==> config.mk <==
export PLATFORM = sky130hd
export DESIGN_NAME = ahb_block_packer
export DESIGN_NICKNAME = d
export VERILOG_FILES = /design/src/rtl/blkpack_pkg.sv /design/src/rtl/ahb_wr_front.sv /design/src/rtl/blk_word_packer.sv /design/src/rtl/cfg_const_src.sv /design/src/rtl/ahb_block_packer.sv
export SDC_FILE = /design/constraint.sdc
export NUM_CORES = 1
export LEC_CHECK = 0
export BUFFER_PORTS_ARGS = -buffer_cell sky130_fd_sc_hd__buf_2
export CAP_MARGIN = 10
export CORE_AREA = 2 2 266 268
export DETAILED_ROUTE_END_ITERATION = 7
export DIE_AREA = 0 0 268 270
export HOLD_SLACK_MARGIN = 0.06
export SETUP_SLACK_MARGIN = 0.5
export SLEW_MARGIN = 25
export SYNTH_ARGS = -nofsm -noshare
export SYNTH_HDL_FRONTEND = slang
export SYNTH_SLANG_ARGS = --single-unit
==> constraint.sdc <==
create_clock -name clk_i -period 4.6 [get_ports clk_i]
set_input_delay 1.38 -clock clk_i [delete_from_list [all_inputs] [get_ports clk_i]]
set_output_delay 1.38 -clock clk_i [all_outputs]
set_load 0.05 [all_outputs]
==> src/rtl/blkpack_pkg.sv <==
package blkpack_pkg;
  typedef enum logic [1:0] {
    TR_IDLE   = 2'b00,
    TR_BUSY   = 2'b01,
    TR_NONSEQ = 2'b10,
    TR_SEQ    = 2'b11
  } htrans_e;

  localparam int unsigned DEF_ADDR_W = 32;
  localparam int unsigned DEF_DATA_W = 32;
  localparam int unsigned DEF_BLK_W  = 512;
endpackage

==> src/rtl/ahb_wr_front.sv <==
module ahb_wr_front
  import blkpack_pkg::*;
#(
  parameter int unsigned ADDR_W = 32,
  parameter int unsigned DATA_W = 32,
  parameter logic [ADDR_W-1:0] BASE_ADDR = 32'h6001_0000,
  parameter logic [ADDR_W-1:0] WIN_BYTES = 32'h0000_0800
) (
  input  logic              clk_i,
  input  logic              rst_ni,
  input  logic              hsel_i,
  input  logic [ADDR_W-1:0] haddr_i,
  input  logic [1:0]        htrans_i,
  input  logic              hwrite_i,
  input  logic [2:0]        hsize_i,
  input  logic              hready_i,
  input  logic              stall_i,
  output logic              hreadyout_o,
  output logic              wr_en_o,
  output logic              wr_top_o
);
  localparam int unsigned BYTES   = DATA_W / 8;
  localparam int unsigned ALIGN_W = $clog2(BYTES);
  localparam logic [2:0]  WSIZE   = 3'(ALIGN_W);
  localparam logic [ADDR_W-1:0] TOP_ADDR = BASE_ADDR + WIN_BYTES - ADDR_W'(BYTES);

  htrans_e           trans;
  logic              active, in_win, aligned, take;
  logic [ADDR_W-1:0] offs;
  logic              dp_wr_q, dp_top_q;

  assign trans   = htrans_e'(htrans_i);
  assign active  = (trans == TR_NONSEQ) || (trans == TR_SEQ);
  assign offs    = haddr_i - BASE_ADDR;
  assign in_win  = offs < WIN_BYTES;
  assign aligned = haddr_i[ALIGN_W-1:0] == '0;
  assign take    = hsel_i && active && hwrite_i && (hsize_i == WSIZE) && in_win && aligned;

  always_ff @(posedge clk_i or negedge rst_ni) begin
    if (!rst_ni) begin
      dp_wr_q  <= 1'b0;
      dp_top_q <= 1'b0;
    end else if (hready_i) begin
      dp_wr_q  <= take;
      dp_top_q <= take && (haddr_i == TOP_ADDR);
    end
  end

  assign hreadyout_o = !(dp_wr_q && stall_i);
  assign wr_en_o     = dp_wr_q && !stall_i;
  assign wr_top_o    = dp_top_q;

  AST_IGNORE_SIZE: assert property (@(posedge clk_i) disable iff (!rst_ni)
    hready_i && (hsize_i != WSIZE) |=> !dp_wr_q);
  AST_IGNORE_IDLE: assert property (@(posedge clk_i) disable iff (!rst_ni)
    hready_i && !active |=> !dp_wr_q);
  AST_READ_NOCOUNT: assert property (@(posedge clk_i) disable iff (!rst_ni)
    hready_i && !hwrite_i |=> !wr_en_o);
endmodule

==> src/rtl/blk_word_packer.sv <==
module blk_word_packer #(
  parameter int unsigned DATA_W = 32,
  parameter int unsigned BLK_W  = 512
) (
  input  logic              clk_i,
  input  logic              rst_ni,
  input  logic              wr_en_i,
  input  logic              wr_top_i,
  input  logic [DATA_W-1:0] wr_data_i,
  input  logic              blk_ready_i,
  output logic [BLK_W-1:0]  blk_data_o,
  output logic              blk_last_o,
  output logic              blk_valid_o,
  output logic              stall_o
);
  localparam int unsigned WORDS = BLK_W / DATA_W;
  localparam int unsigned CNT_W = $clog2(WORDS + 1);

  logic [BLK_W-1:0] buf_q, buf_n;
  logic [CNT_W-1:0] cnt_q, cnt_n;
  logic             valid_q, valid_n, last_q, last_n, hshake;

  assign hshake = valid_q && blk_ready_i;

  always_comb begin
    buf_n   = hshake ? '0 : buf_q;
    cnt_n   = hshake ? '0 : cnt_q;
    valid_n = valid_q && !hshake;
    last_n  = hshake ? 1'b0 : last_q;
    if (wr_en_i) begin
      // lane by arrival order, top lane first
      for (int k = 0; k < WORDS; k++) begin
        if (CNT_W'(k) == cnt_n) buf_n[BLK_W-1-DATA_W*k -: DATA_W] = wr_data_i;
      end
      cnt_n = cnt_n + 1'b1;
      if (cnt_n == CNT_W'(WORDS)) begin
        valid_n = 1'b1;
        last_n  = wr_top_i;
      end
    end
  end

  always_ff @(posedge clk_i or negedge rst_ni) begin
    if (!rst_ni) begin
      buf_q   <= '0;
      cnt_q   <= '0;
      valid_q <= 1'b0;
      last_q  <= 1'b0;
    end else begin
      buf_q   <= buf_n;
      cnt_q   <= cnt_n;
      valid_q <= valid_n;
      last_q  <= last_n;
    end
  end

  assign blk_data_o  = buf_q;
  assign blk_last_o  = last_q;
  assign blk_valid_o = valid_q;
  assign stall_o     = valid_q && !blk_ready_i;

  AST_CNT_RANGE: assert property (@(posedge clk_i) disable iff (!rst_ni)
    cnt_q <= CNT_W'(WORDS));
  AST_VALID_HOLD: assert property (@(posedge clk_i) disable iff (!rst_ni)
    valid_q && !blk_ready_i |=> valid_q && $stable(buf_q) && $stable(last_q));
  AST_VALID_SRC: assert property (@(posedge clk_i) disable iff (!rst_ni)
    $rose(valid_q) |-> $past(wr_en_i));
  AST_NO_LOST_WORD: assert property (@(posedge clk_i) disable iff (!rst_ni)
    wr_en_i |-> !(valid_q && !blk_ready_i));
  AST_LAST_SRC: assert property (@(posedge clk_i) disable iff (!rst_ni)
    $rose(valid_q) |-> (last_q == $past(wr_top_i)));
endmodule

==> src/rtl/cfg_const_src.sv <==
module cfg_const_src #(
  parameter int unsigned SIZE_W   = 64,
  parameter int unsigned SIZE_VAL = 512,
  parameter int unsigned SCHEME_W = 2
) (
  output logic [SIZE_W-1:0]   cfg_size_o,
  output logic [SCHEME_W-1:0] cfg_scheme_o,
  output logic                cfg_last_o,
  output logic                cfg_valid_o
);
  assign cfg_size_o   = SIZE_W'(SIZE_VAL);
  assign cfg_scheme_o = '0;
  assign cfg_last_o   = 1'b1;
  assign cfg_valid_o  = 1'b1;
endmodule

==> src/rtl/ahb_block_packer.sv <==
module ahb_block_packer
  import blkpack_pkg::*;
#(
  parameter int unsigned ADDR_W   = DEF_ADDR_W,
  parameter int unsigned DATA_W   = DEF_DATA_W,
  parameter int unsigned BLK_W    = DEF_BLK_W,
  parameter logic [ADDR_W-1:0] BASE_ADDR = 32'h6001_0000,
  parameter logic [ADDR_W-1:0] WIN_BYTES = 32'h0000_0800,
  parameter int unsigned CFG_SIZE_W   = 64,
  parameter int unsigned CFG_SCHEME_W = 2
) (
  input  logic                    clk_i,
  input  logic                    rst_ni,
  input  logic                    hsel_i,
  input  logic [ADDR_W-1:0]       haddr_i,
  input  logic [1:0]              htrans_i,
  input  logic                    hwrite_i,
  input  logic [2:0]              hsize_i,
  input  logic [DATA_W-1:0]       hwdata_i,
  input  logic                    hready_i,
  output logic                    hreadyout_o,
  output logic                    hresp_o,
  output logic [DATA_W-1:0]       hrdata_o,
  output logic [BLK_W-1:0]        blk_data_o,
  output logic                    blk_last_o,
  output logic                    blk_valid_o,
  input  logic                    blk_ready_i,
  output logic [CFG_SIZE_W-1:0]   cfg_size_o,
  output logic [CFG_SCHEME_W-1:0] cfg_scheme_o,
  output logic                    cfg_last_o,
  output logic                    cfg_valid_o
);
  logic wr_en, wr_top, stall;

  ahb_wr_front #(
    .ADDR_W(ADDR_W), .DATA_W(DATA_W), .BASE_ADDR(BASE_ADDR), .WIN_BYTES(WIN_BYTES)
  ) u_front (
    .clk_i, .rst_ni, .hsel_i, .haddr_i, .htrans_i, .hwrite_i, .hsize_i, .hready_i,
    .stall_i(stall), .hreadyout_o, .wr_en_o(wr_en), .wr_top_o(wr_top)
  );

  blk_word_packer #(.DATA_W(DATA_W), .BLK_W(BLK_W)) u_pack (
    .clk_i, .rst_ni, .wr_en_i(wr_en), .wr_top_i(wr_top), .wr_data_i(hwdata_i),
    .blk_ready_i, .blk_data_o, .blk_last_o, .blk_valid_o, .stall_o(stall)
  );

  cfg_const_src #(.SIZE_W(CFG_SIZE_W), .SIZE_VAL(BLK_W), .SCHEME_W(CFG_SCHEME_W)) u_cfg (
    .cfg_size_o, .cfg_scheme_o, .cfg_last_o, .cfg_valid_o
  );

  assign hresp_o  = 1'b0;
  assign hrdata_o = '0;

  AST_STALL_WAIT: assert property (@(posedge clk_i) disable iff (!rst_ni)
    !hreadyout_o |-> blk_valid_o && !blk_ready_i);
endmodule

### After elaboration in Yosys (flattened, before gate mapping)

Cells that the tools add are included.

* multiplexer cells: 25
* equal/unequal tests: 20
* reductions and logical operators: 18
* magnitude comparators: 1
* $add $sub $neg: 2

Operators by type and width (number)
* $mux 512: 2
* $mux 32: 16
* $eq 4x5->1 const A: 8
* $eq 32x31->1 const B: 1
* $lt 32x12->1 const B: 1
* $sub 32x31->32 const B: 1
* $eq 3x5->1 const A: 4
* $logic_and 1x1->1: 11
* $eq 2x5->1 const A: 2
* $mux 5: 2
* $add 5x1->5 const B: 1
* $eq 1x5->1 const A: 1
* $eq 5x5->1 const B: 1
* $logic_not 5->1: 1
* $mux 1: 5
* $eq 2x2->1 const B: 2
* $logic_not 1->1: 4
* $eq 3x2->1 const B: 1
* $logic_not 2->1: 1
* $logic_or 1x1->1: 1

* bits in registers: 521
* output and inout port bits: 616
* input port bits: 75
* logic and storage cells: 72

### Logic depth before layout (Yosys ltp)

Gate-level depths: netlist of the first run.

* depth in word-level cells: 8
* depth in mapped cells: 16
* mapped depth without buffers: 10

### Cells and area by module

Synthesis of the first run repeated with hierarchy kept, for this count alone.

* cells, all modules: 1774
* area total of the unflattened synthesis: 21744.6 µm²

By module, submodules not included
* blk_word_packer: area each 20657.3 µm², instances 1, cells each 1632, seq. area each 12987.5 µm²
* cfg_const_src: area each 518.0 µm², instances 1, cells each 70, seq. area each 0.0 µm²
* ahb_wr_front: area each 317.8 µm², instances 1, cells each 38, seq. area each 50.0 µm²
* ahb_block_packer: area each 251.5 µm², instances 1, cells each 34, seq. area each 0.0 µm²

### Worst setup path after synthesis of the first run

OpenSTA, ideal clock, no wires.

* path type: in2reg
* from: input port blk_ready_i
* to: register u_pack.last_q (netlist: u_pack.blk_last_o)
* buffers on the path: 3
* setup time: 0.127 ns
* cell stages on the path: 13
* data required time: 4.473 ns
* arrival: 3.577 ns
* path slack: 0.895 ns
* cells stage by stage: nand2_1 buf_2 clkbuf_1 buf_2 nand2_1 inv_1 ha_1 inv_1 nor2_1 ha_1 or4_1 nand3_1 o21ai_0

* longest elaborated chain between the ends: 6
* elaborated cells on any way between the ends: 11
* those cells by class: add/sub: 1; eq/ne: 1; mux: 4; reduce/logical: 5

Ends and longest elaborated chain
* from (decl): RTL line ahb_block_packer.sv:27 `input logic blk_ready_i,`
* $logic_and 1x1->1: RTL line blk_word_packer.sv:23 `assign hshake = valid_q && blk_ready_i;`
* $mux 5: RTL line blk_word_packer.sv:27 `cnt_n = hshake ? '0 : cnt_q;`
* $add 5x1->5: RTL line blk_word_packer.sv:35 `cnt_n = cnt_n + 1'b1;`
* $eq 5x5->1: RTL line blk_word_packer.sv:36 `if (cnt_n == CNT_W'(WORDS)) begin`
* $mux 1: RTL line blk_word_packer.sv:36
* $mux 1 *: RTL line blk_word_packer.sv:30 `if (wr_en_i) begin`
* net u_pack.last_n: RTL line blk_word_packer.sv:21 `logic valid_q, valid_n, last_q, last_n, hshake;`
* to (signal assigned): RTL line blk_word_packer.sv:53 `last_q <= last_n;`
* to (decl): RTL line blk_word_packer.sv:21

Mark *: on every way through the listed nets, which the timed path passes. The rest lies on a longest branch.
A chain may end at the register's enable or synchronous reset.

### Worst setup path in the final report of the first run

* from: input port blk_ready_i
* to: register u_pack.buf_q[29] (netlist: u_pack.blk_data_o[29])

* longest elaborated chain between the ends: 5
* elaborated cells on any way between the ends: 10
* those cells by class: eq/ne: 1; mux: 4; reduce/logical: 5

Ends and longest elaborated chain
* $logic_and 1x1->1 / $logic_not 1->1 (equally long branches): RTL line blk_word_packer.sv:23, blk_word_packer.sv:60
* $mux 5 / $logic_and 1x1->1 (equally long branches): RTL line blk_word_packer.sv:27, blk_word_packer.sv:60
* $eq 4x5->1 / $logic_not 1->1 (equally long branches): RTL line blk_word_packer.sv:33, ahb_wr_front.sv:50
* $mux 32 / $logic_and 1x1->1 (equally long branches): RTL line blk_word_packer.sv:33, ahb_wr_front.sv:50
* $mux 512 *: RTL line blk_word_packer.sv:30
* net u_pack.buf_n[29]: RTL line blk_word_packer.sv:19 `logic [BLK_W-1:0] buf_q, buf_n;`
* to (signal assigned): RTL line blk_word_packer.sv:50 `buf_q <= buf_n;`
* to (decl): RTL line blk_word_packer.sv:19

Marks and branches as above.

==> impl_results.md, run 1 <==
* Period utilization at between 70 and 80%
* EDFF count, synth at 0
* RePlAce Congestion at roughly 0.79
* Register bit total from synthesis at about 520
* RSZ-0062 raised after global routing: no
* Reg-to-reg setup timing slack at ~1.5 ns
* Power density over cell area at ~360 nW/um^2
* CP Class: input port to register
* Syn Std Cell Area at about 22000 sq um
* DIE AREA at slightly above 70000 sq um
* Data required, critical path at between 5 and 6 ns
* Worst path top cell family by delay: simple AND/OR/NAND/NOR gates
* Most used flip-flop cell after synthesis: dfrtp_1
* Worst Hold Launch: u_pack.blk_data_o[140]$_DFF_PN0_
* Cts repair resizes at 0
* Mapped Cells at 2489
* Multi-input logic area at roughly 7500 sq um
* Compound-cell area share of the yosys netlist at 10.9%
* Clock slew at reported path FFs at ~0.060 ns
* Initial Util at between 30% and 40%
* Worst Setup Slack, final at around 1.2 ns
* Total GRT Usage at about a fifth
* Post-DP HPWL at approximately 47 mm
* Post-Synth Adder-Cell Area at less than 1%
* Simple-gate share of the synthesized area at 21.0%
* M1 wire length at between 30 and 40 mm
* Clock sinks at 521
* FFs w/ async S/R, synth at 100%
* Fin nets at 3024
* Commonest non-fill, non-tap cell in the layout: nand2_1
* Pre-antenna DRT Iters at 5
* Max Cap Violations at 0
* Reg area at 13000 sq um
* Max-slew violations at 0
* Post-synthesis sequential area ratio at 59.8%
* Largest net degree at the start of global routing at approximately 200
* Routed WL at roughly 73 mm
* Post-DR vias/cell at between 4 and 5
* Worst path slowest cell: nand3_2
* Worst slew margin at between 20% and 30%
* Wire length on met2 at around 33 mm
* CP Buf/Inv Count at 3
* Min-Delay Path Class: register to register
* Share of layout cells above drive strength 1 at roughly 25%
* Pre-CTS setup slack at about 0.64 ns
* Leakage power at 0.0140 uW
* Largest family of logic cells by synthesized area: simple AND/OR/NAND/NOR gates
* CORE AREA at ~70000 sq um
* Later-pin clock latency in the skew report at ~0.60 ns
* Crit-path cells: buf_2 > nand2_4 > nand2_1 > inv_1 > ha_1 > inv_1 > nor2_1 > ha_1 > nand3_2 > nand3_1 > nand2_1
* Reg-to-Reg Start: u_pack.blk_valid_o$_DFF_PN0_
* CP max FO at 35
* Wire per inst at about 19 um
* DIE WIDTH at ~270 um
* Ports at just under 700
* Yosys cell types at 38
* Mean Syn Cell Area at 8.76 sq um
* Routed Antenna Nets at 0
* Post-synthesis xor/xnor area fraction at less than 1%
* Final hold vios at 0
* Slowest Stage Delay on Critical Path at around 0.70 ns
* Critical Path Start: blk_ready_i
* Starting DRC count in detailed routing at between 1000 and 1500
* Layout area overhead at 24.2%
* Top layer used by detailed routing: met4
* Wire length on met3 at just over 6 mm
* Cts hold-fix bufs at 0
* DRC at 0
* Max IR drop VDD at approximately 240 uV
* Yosys warns at 0
* Crit start category: input port
* Commonest non-fill, non-tap cells in the layout: 1034 x nand2_1, 587 x buf_2, 521 x dfrtp_1
* Worst Max-Slew Pin Slew at ~1.1 ns
* Row count at 97
* Fillers at 7084
* FMAX at about 290 MHz
* Clock Skews at ~0.018 ns
* Initial antenna violation count at 6
* Setup violators final at 0
* I/O Buffers at approximately 590
* Post-CTS Setup Inserts at 0
* First-pass GRT wire length at 110 mm
* Vias in the first global route at about 17000
* H-tree depth at 2
* Fin Setup TNS at 0 ns
* Routed vias at around 18000
* Crit end category: register
* Final min period at roughly 3.4 ns
* Arrival @ worst endpoint at around 3.9 ns
* CTS Buf Count at between 50 and 60
* Die Ht at approximately 270 um
* Root Driver: clkbuf_16
* Clk buf depth at 3
* Outcome: completed
* Post-synthesis mux area share at less than 1%
* Overflow after GRT at 0
* CTS tree: done
==> area by class of cell <==
class | instances | area share [%]
Antenna cell | 4 | 0.0370
Clock buffer | 82 | 6.21
Clock inverter | 21 | 1.06
Inverter | 6 | 0.0832
Multi-Input combinational cell | 1736 | 27.8
Sequential cell | 521 | 48.2
Tap cell | 940 | 4.34
Timing Repair Buffer | 624 | 12.3
==> cell usage after synthesis, drive strengths merged, types with 4 or more instances <==
master	instances	share of area (%)
nand2	1035	18
dfrtp	521	60
o21ai	455	10
clkbuf	163	2.8
buf	162	4.9
nand3	73	1.7
nor2	21	0.50
inv	6	0.10
ha	5	0.29
a21oi	4	0.092
nand4	4	0.11
nor4b	4	0.16
==> worst reg2reg max path, cell delays in order (launching register included) <==
cell     delay [ns]
dfrtp_1        0.57
nand2_4        0.47
nand2_1        0.18
inv_1          0.12
ha_1           0.19
inv_1          0.05
nor2_1         0.10
ha_1           0.19
nand3_2        0.70
nand3_1        0.38
nand2_1        0.07
==> power by group <==
group	total (uW)	internal (uW)	switching, uW
clock	4790	2910	1880
sequential	4580	4580	0.00000914
combinational	466	46.3	420
==> worst paths after layout <==
path,to,depth (start not counted)
min,u_pack.blk_data_o[140]$_DFF_PN0_,2
max reg2reg,u_pack.blk_data_o[29]$_DFF_PN0_,10
max in group asynchronous,u_pack.blk_data_o[176]$_DFF_PN0_,3
max,u_pack.blk_data_o[29]$_DFF_PN0_,11
min reg2reg,u_pack.blk_data_o[140]$_DFF_PN0_,2
min in group asynchronous,u_pack.blk_data_o[493]$_DFF_PN0_,1
==> cells by family after synthesis <==
family,count (synthesis)
buffers and inverters,331
and+or+nand+nor,1157
other,2
muxes,1
DFF,521
AOI/OAI and AO/OA,468
adders and majority gates,6
xor gates and xnor gates,3
==> registers in the layout, summed over array words and instances (netlist names) <==
register and count:
u_pack.cnt_q 5, u_pack.blk_data_o 512, u_pack.blk_last_o 1, u_front.wr_top_o 1, u_pack.blk_valid_o 1, u_front.dp_wr_q 1
==> per-layer routing <==
metal  GRT usage [%]  up-vias
met2            30.4      689
li1                -     8640
met4            5.41        0
met3            5.32      118
met1            27.2     8530
met5               0        -
==> metrics by stage <==
stage | cells | util [%] | total power [uW] | hold slack [ns] | area [sq um]
2_1_floorplan | 2588 | - | 4980 | 0.470 | 22200
3_3_place_gp | 3827 | 36.1 | 5140 | 0.475 | 25100
4_1_cts | 3930 | 38.9 | 9960 | 0.496 | 27100
3_5_place_dp | 3827 | 36.1 | 5140 | 0.480 | 25100
6_report | 3934 | 38.9 | 9840 | 0.491 | 27100
5_1_grt | 3930 | 38.9 | 10200 | 0.516 | 27100
No activity file was read; power rests on OpenSTA's default activity.
==> run 2: changes to the inputs <==
Settings changed: ABC_AREA from default to 1, CORE_AREA 2 2 266 268 to 2 2 272 274, DIE_AREA 0 0 268 270 to 0 0 274 276.
Clock period 4.6 ns to 2.9 ns, I/O delays scaled along.
==> run 2 against run 1 <==
Effect of this change:
- cell count decreased by 9.5%
- via count decreased by 7.1%
- die area increased by 4.5%
- register-to-register slack got worse by 0.73 ns
- highest routed layer is now met5
- worst setup slack got worse by 0.62 ns
- total power increased by 61%
- clock power increased by 62%
- largest cell class unchanged
- flip-flop and latch count unchanged
- sequential power increased by 59%
- synthesized cell count decreased by 19%
- largest power group unchanged
- utilization decreased by 1.7 points
- count of clock-buffer cells in the layout decreased by 3
==> impl_results.md, run 2 <==
* Clock sinks at approximately 520
* Fin Setup TNS at 0 ns
* Yosys cell types at 31
* Post-synth top area share at between 60% and 70%
* Register bit total from synthesis at ~520
* Reg2reg end: u_pack.blk_data_o[85]$_DFF_PN0_
* Yosys warns at 0
* Fillers at ~7300
* Die Ht at between 200 and 300 um
* Later-pin clock latency in the skew report at 0.61 ns
* Pre-antenna DRT Iters at 5
* Max reg flops at 512
* Max IR drop VDD at between 400 and 500 uV
* Non-Filler Instances at between 3000 and 4000
* DIE AREA at 75600 sq um
* Simple-gate share of the synthesized area at 15.5%
* Post-DP HPWL at approximately 50 mm
* Critical Path Start: u_pack.blk_valid_o$_DFF_PN0_
* Crit start category: register
* CTS tree: done
* Grt met2 use at between 30% and 40%
* Hold slack at about 0.25 ns
* Synth area leader: dfrtp_1
* Final min period at around 2.3 ns
* Row count at 99
* RePlAce Congestion at between 0.7 and 0.8
* Power density over cell area at a little under 600 nW/um^2
* Critical path endpoint: hreadyout_o
* I/O Buffers at ~600
* Clock slew at reported path FFs at about 0.06 ns
* Reg-to-Reg Start: u_pack.blk_valid_o$_DFF_PN0_
* FFs w/ async S/R, synth at 100%
* Post-synthesis mux area share at 0%
* Cts repair resizes at 0
* First-pass GRT wire length at about 110 mm
* Wire per inst at ~20 um
* Outcome: completed
* Post-CTS Setup Inserts at 0
* Initial antenna violation count at 4
* DRC at 0
* Setup violators final at 0
* Count leader, synth: nand3_1
* Post-synthesis xor/xnor area fraction at 0.122%
* CTS Buf Count at 57
* Routed Antenna Nets at 0
* Initial Util at about 30%
* Layout area overhead at 25.4%
* CP Class: register to output port
* Max Cap Violations at 0
* Min-Delay Path Class: input port to asynchronous set/reset pin
* Clk buf depth at 3
* Post-DR vias/cell at approximately 4.7
* Largest family of logic cells by synthesized area: simple AND/OR/NAND/NOR gates
* FMAX at around 430 MHz
* H-tree depth at 2
* Final core utilization at between 30% and 40%
* Overflow after GRT at 0
* Post-synthesis sequential area ratio at between 60% and 70%
* Final hold vios at 0
* Commonest non-fill, non-tap cells in the layout: 587 x buf_2, 527 x nand3_1, 521 x dfrtp_1
* Compound-cell area share of the yosys netlist at between 10% and 20%
* Total GRT Usage at a little under a fifth
* Vias in the first global route at between 15000 and 20000
* Worst Max-Slew Pin Slew at 0.995 ns
* Syn Std Cell Area at approximately 22000 sq um
* Crit end category: output port
* Arrival @ worst endpoint at approximately 1.5 ns
* Ports at around 690
* Share of layout cells above drive strength 1 at approximately 34%
* EDFF count, synth at 0
* Met3 global-route usage at 3.60%
* Reg-to-reg setup timing slack at 0.74 ns
* Mapped Cells at around 2000
* RSZ-0062 raised after global routing: no
* Commonest non-fill, non-tap cell in the layout: buf_2
* CORE AREA at between 70000 and 80000 sq um
* Leakage power at between 0.01 and 0.015 uW
* Routed WL at 72.9 mm
* Largest net degree at the start of global routing at about 210
* Top post-synthesis cells by count: 527 x nand3_1, 521 x dfrtp_1, 269 x o21ai_1
* Routed vias at 16700
* Period utilization at 79.9%
* Max-slew violations at 0
* Most used flip-flop cell after synthesis: dfrtp_1
* N_diodes at 0
* Data required, critical path at slightly above 2 ns
* Starting DRC count in detailed routing at approximately 1300
* DIE WIDTH at 274 um
* Post-Synth Adder-Cell Area at 0.291%
* Worst slew margin at between 30 and 40%
* CP max FO at 4
* Global route hottest layer: met2
* Cts hold-fix bufs at 0
* Inst Count DP at between 3000 and 4000
* Top cells by area, synth: dfrtp_1 61%, nand3_1 12%, o21ai_1 6.3%
* R2r worst-path depth at 5
* Clock Skews at about 0.025 ns
* Root Driver: clkbuf_16
* Mean Syn Cell Area at 10.6 sq um
* Routing usage on met1 at a little under a quarter
* Fin nets at ~2600
==> run 2: changes by cell type after synthesis, moves of 20 or more <==
cell | previous run | this run
buf_1 | 3 | 46
clkbuf_1 | 163 | 45
buf_6 | 0 | 56
o21ai_1 | 2 | 269
nand3_1 | 73 | 527
nand2_1 | 1035 | 32
inv_1 | 6 | 52
buf_2 | 58 | 38
o21ai_0 | 453 | 167
o21ai_2 | 0 | 81
nand2_4 | 0 | 20
==> run 2: metal layers <==
layer	share of wire, %	up-vias
met2	49	581
li1	-	7930
met5	0.018	-
met3	6.4	134
met1	41	8057
met4	3.6	2
==> run 2: cells by family after synthesis <==
family,after synthesis
AO/OA/AOI/OAI,520
XOR/XNOR,3
adder cells (fa/ha/maj),5
buffers and inverters,345
flip-flops,521
other,2
AND/OR/NAND/NOR,627
==> run 2: area by class of cell <==
| cell class | instances | area [sq um] | area share (%) |
|---|---|---|---|
| clock buffer | 79 | 1640 | 6.08 |
| clock inverter | 23 | 357 | 1.32 |
| inverter | 59 | 229 | 0.848 |
| multi-input combinational | 1256 | 6730 | 24.9 |
| sequential | 521 | 13000 | 48.3 |
| tap | 959 | 1200 | 4.44 |
| timing repair buffer | 662 | 3800 | 14.1 |
==> run 2: report_power, final <==
part           internal, uW  switching [uW]
clock network          4660            3080
logic                   102             707
registers              7270       0.0000340
==> run 2: per-stage QoR <==
step	instance area (sq um)	total power [uW]	setup slack, ns
after floorplan	21900	7910	0.497
after global placement	25000	8220	0.231
after detailed placement	25000	8220	0.203
after CTS	27000	16000	0.527
after global routing	27000	16300	0.517
final	27000	15800	0.584
==> run 2: critical path: stages, from the launching register on <==
cell and delay, ns:
dfrtp_1 0.46, nand3_1 0.11, buf_2 0.27
==> run 2: worst min-delay path by stage <==
stage               slack, ns  cells after the start                                to                             start
floorplan                0.45                      2      u_front.wr_top_o$_DFFE_PN0P_      u_front.wr_top_o$_DFFE_PN0P_
global placement         0.49                      2       u_pack.blk_last_o$_DFF_PN0_       u_pack.blk_last_o$_DFF_PN0_
detailed placement       0.49                      2  u_pack.blk_data_o[178]$_DFF_PN0_  u_pack.blk_data_o[178]$_DFF_PN0_
CTS                      0.24                      1  u_pack.blk_data_o[335]$_DFF_PN0_                            rst_ni
global route             0.26                      1  u_pack.blk_data_o[335]$_DFF_PN0_                            rst_ni
finish                   0.25                      1  u_pack.blk_data_o[335]$_DFF_PN0_                            rst_ni
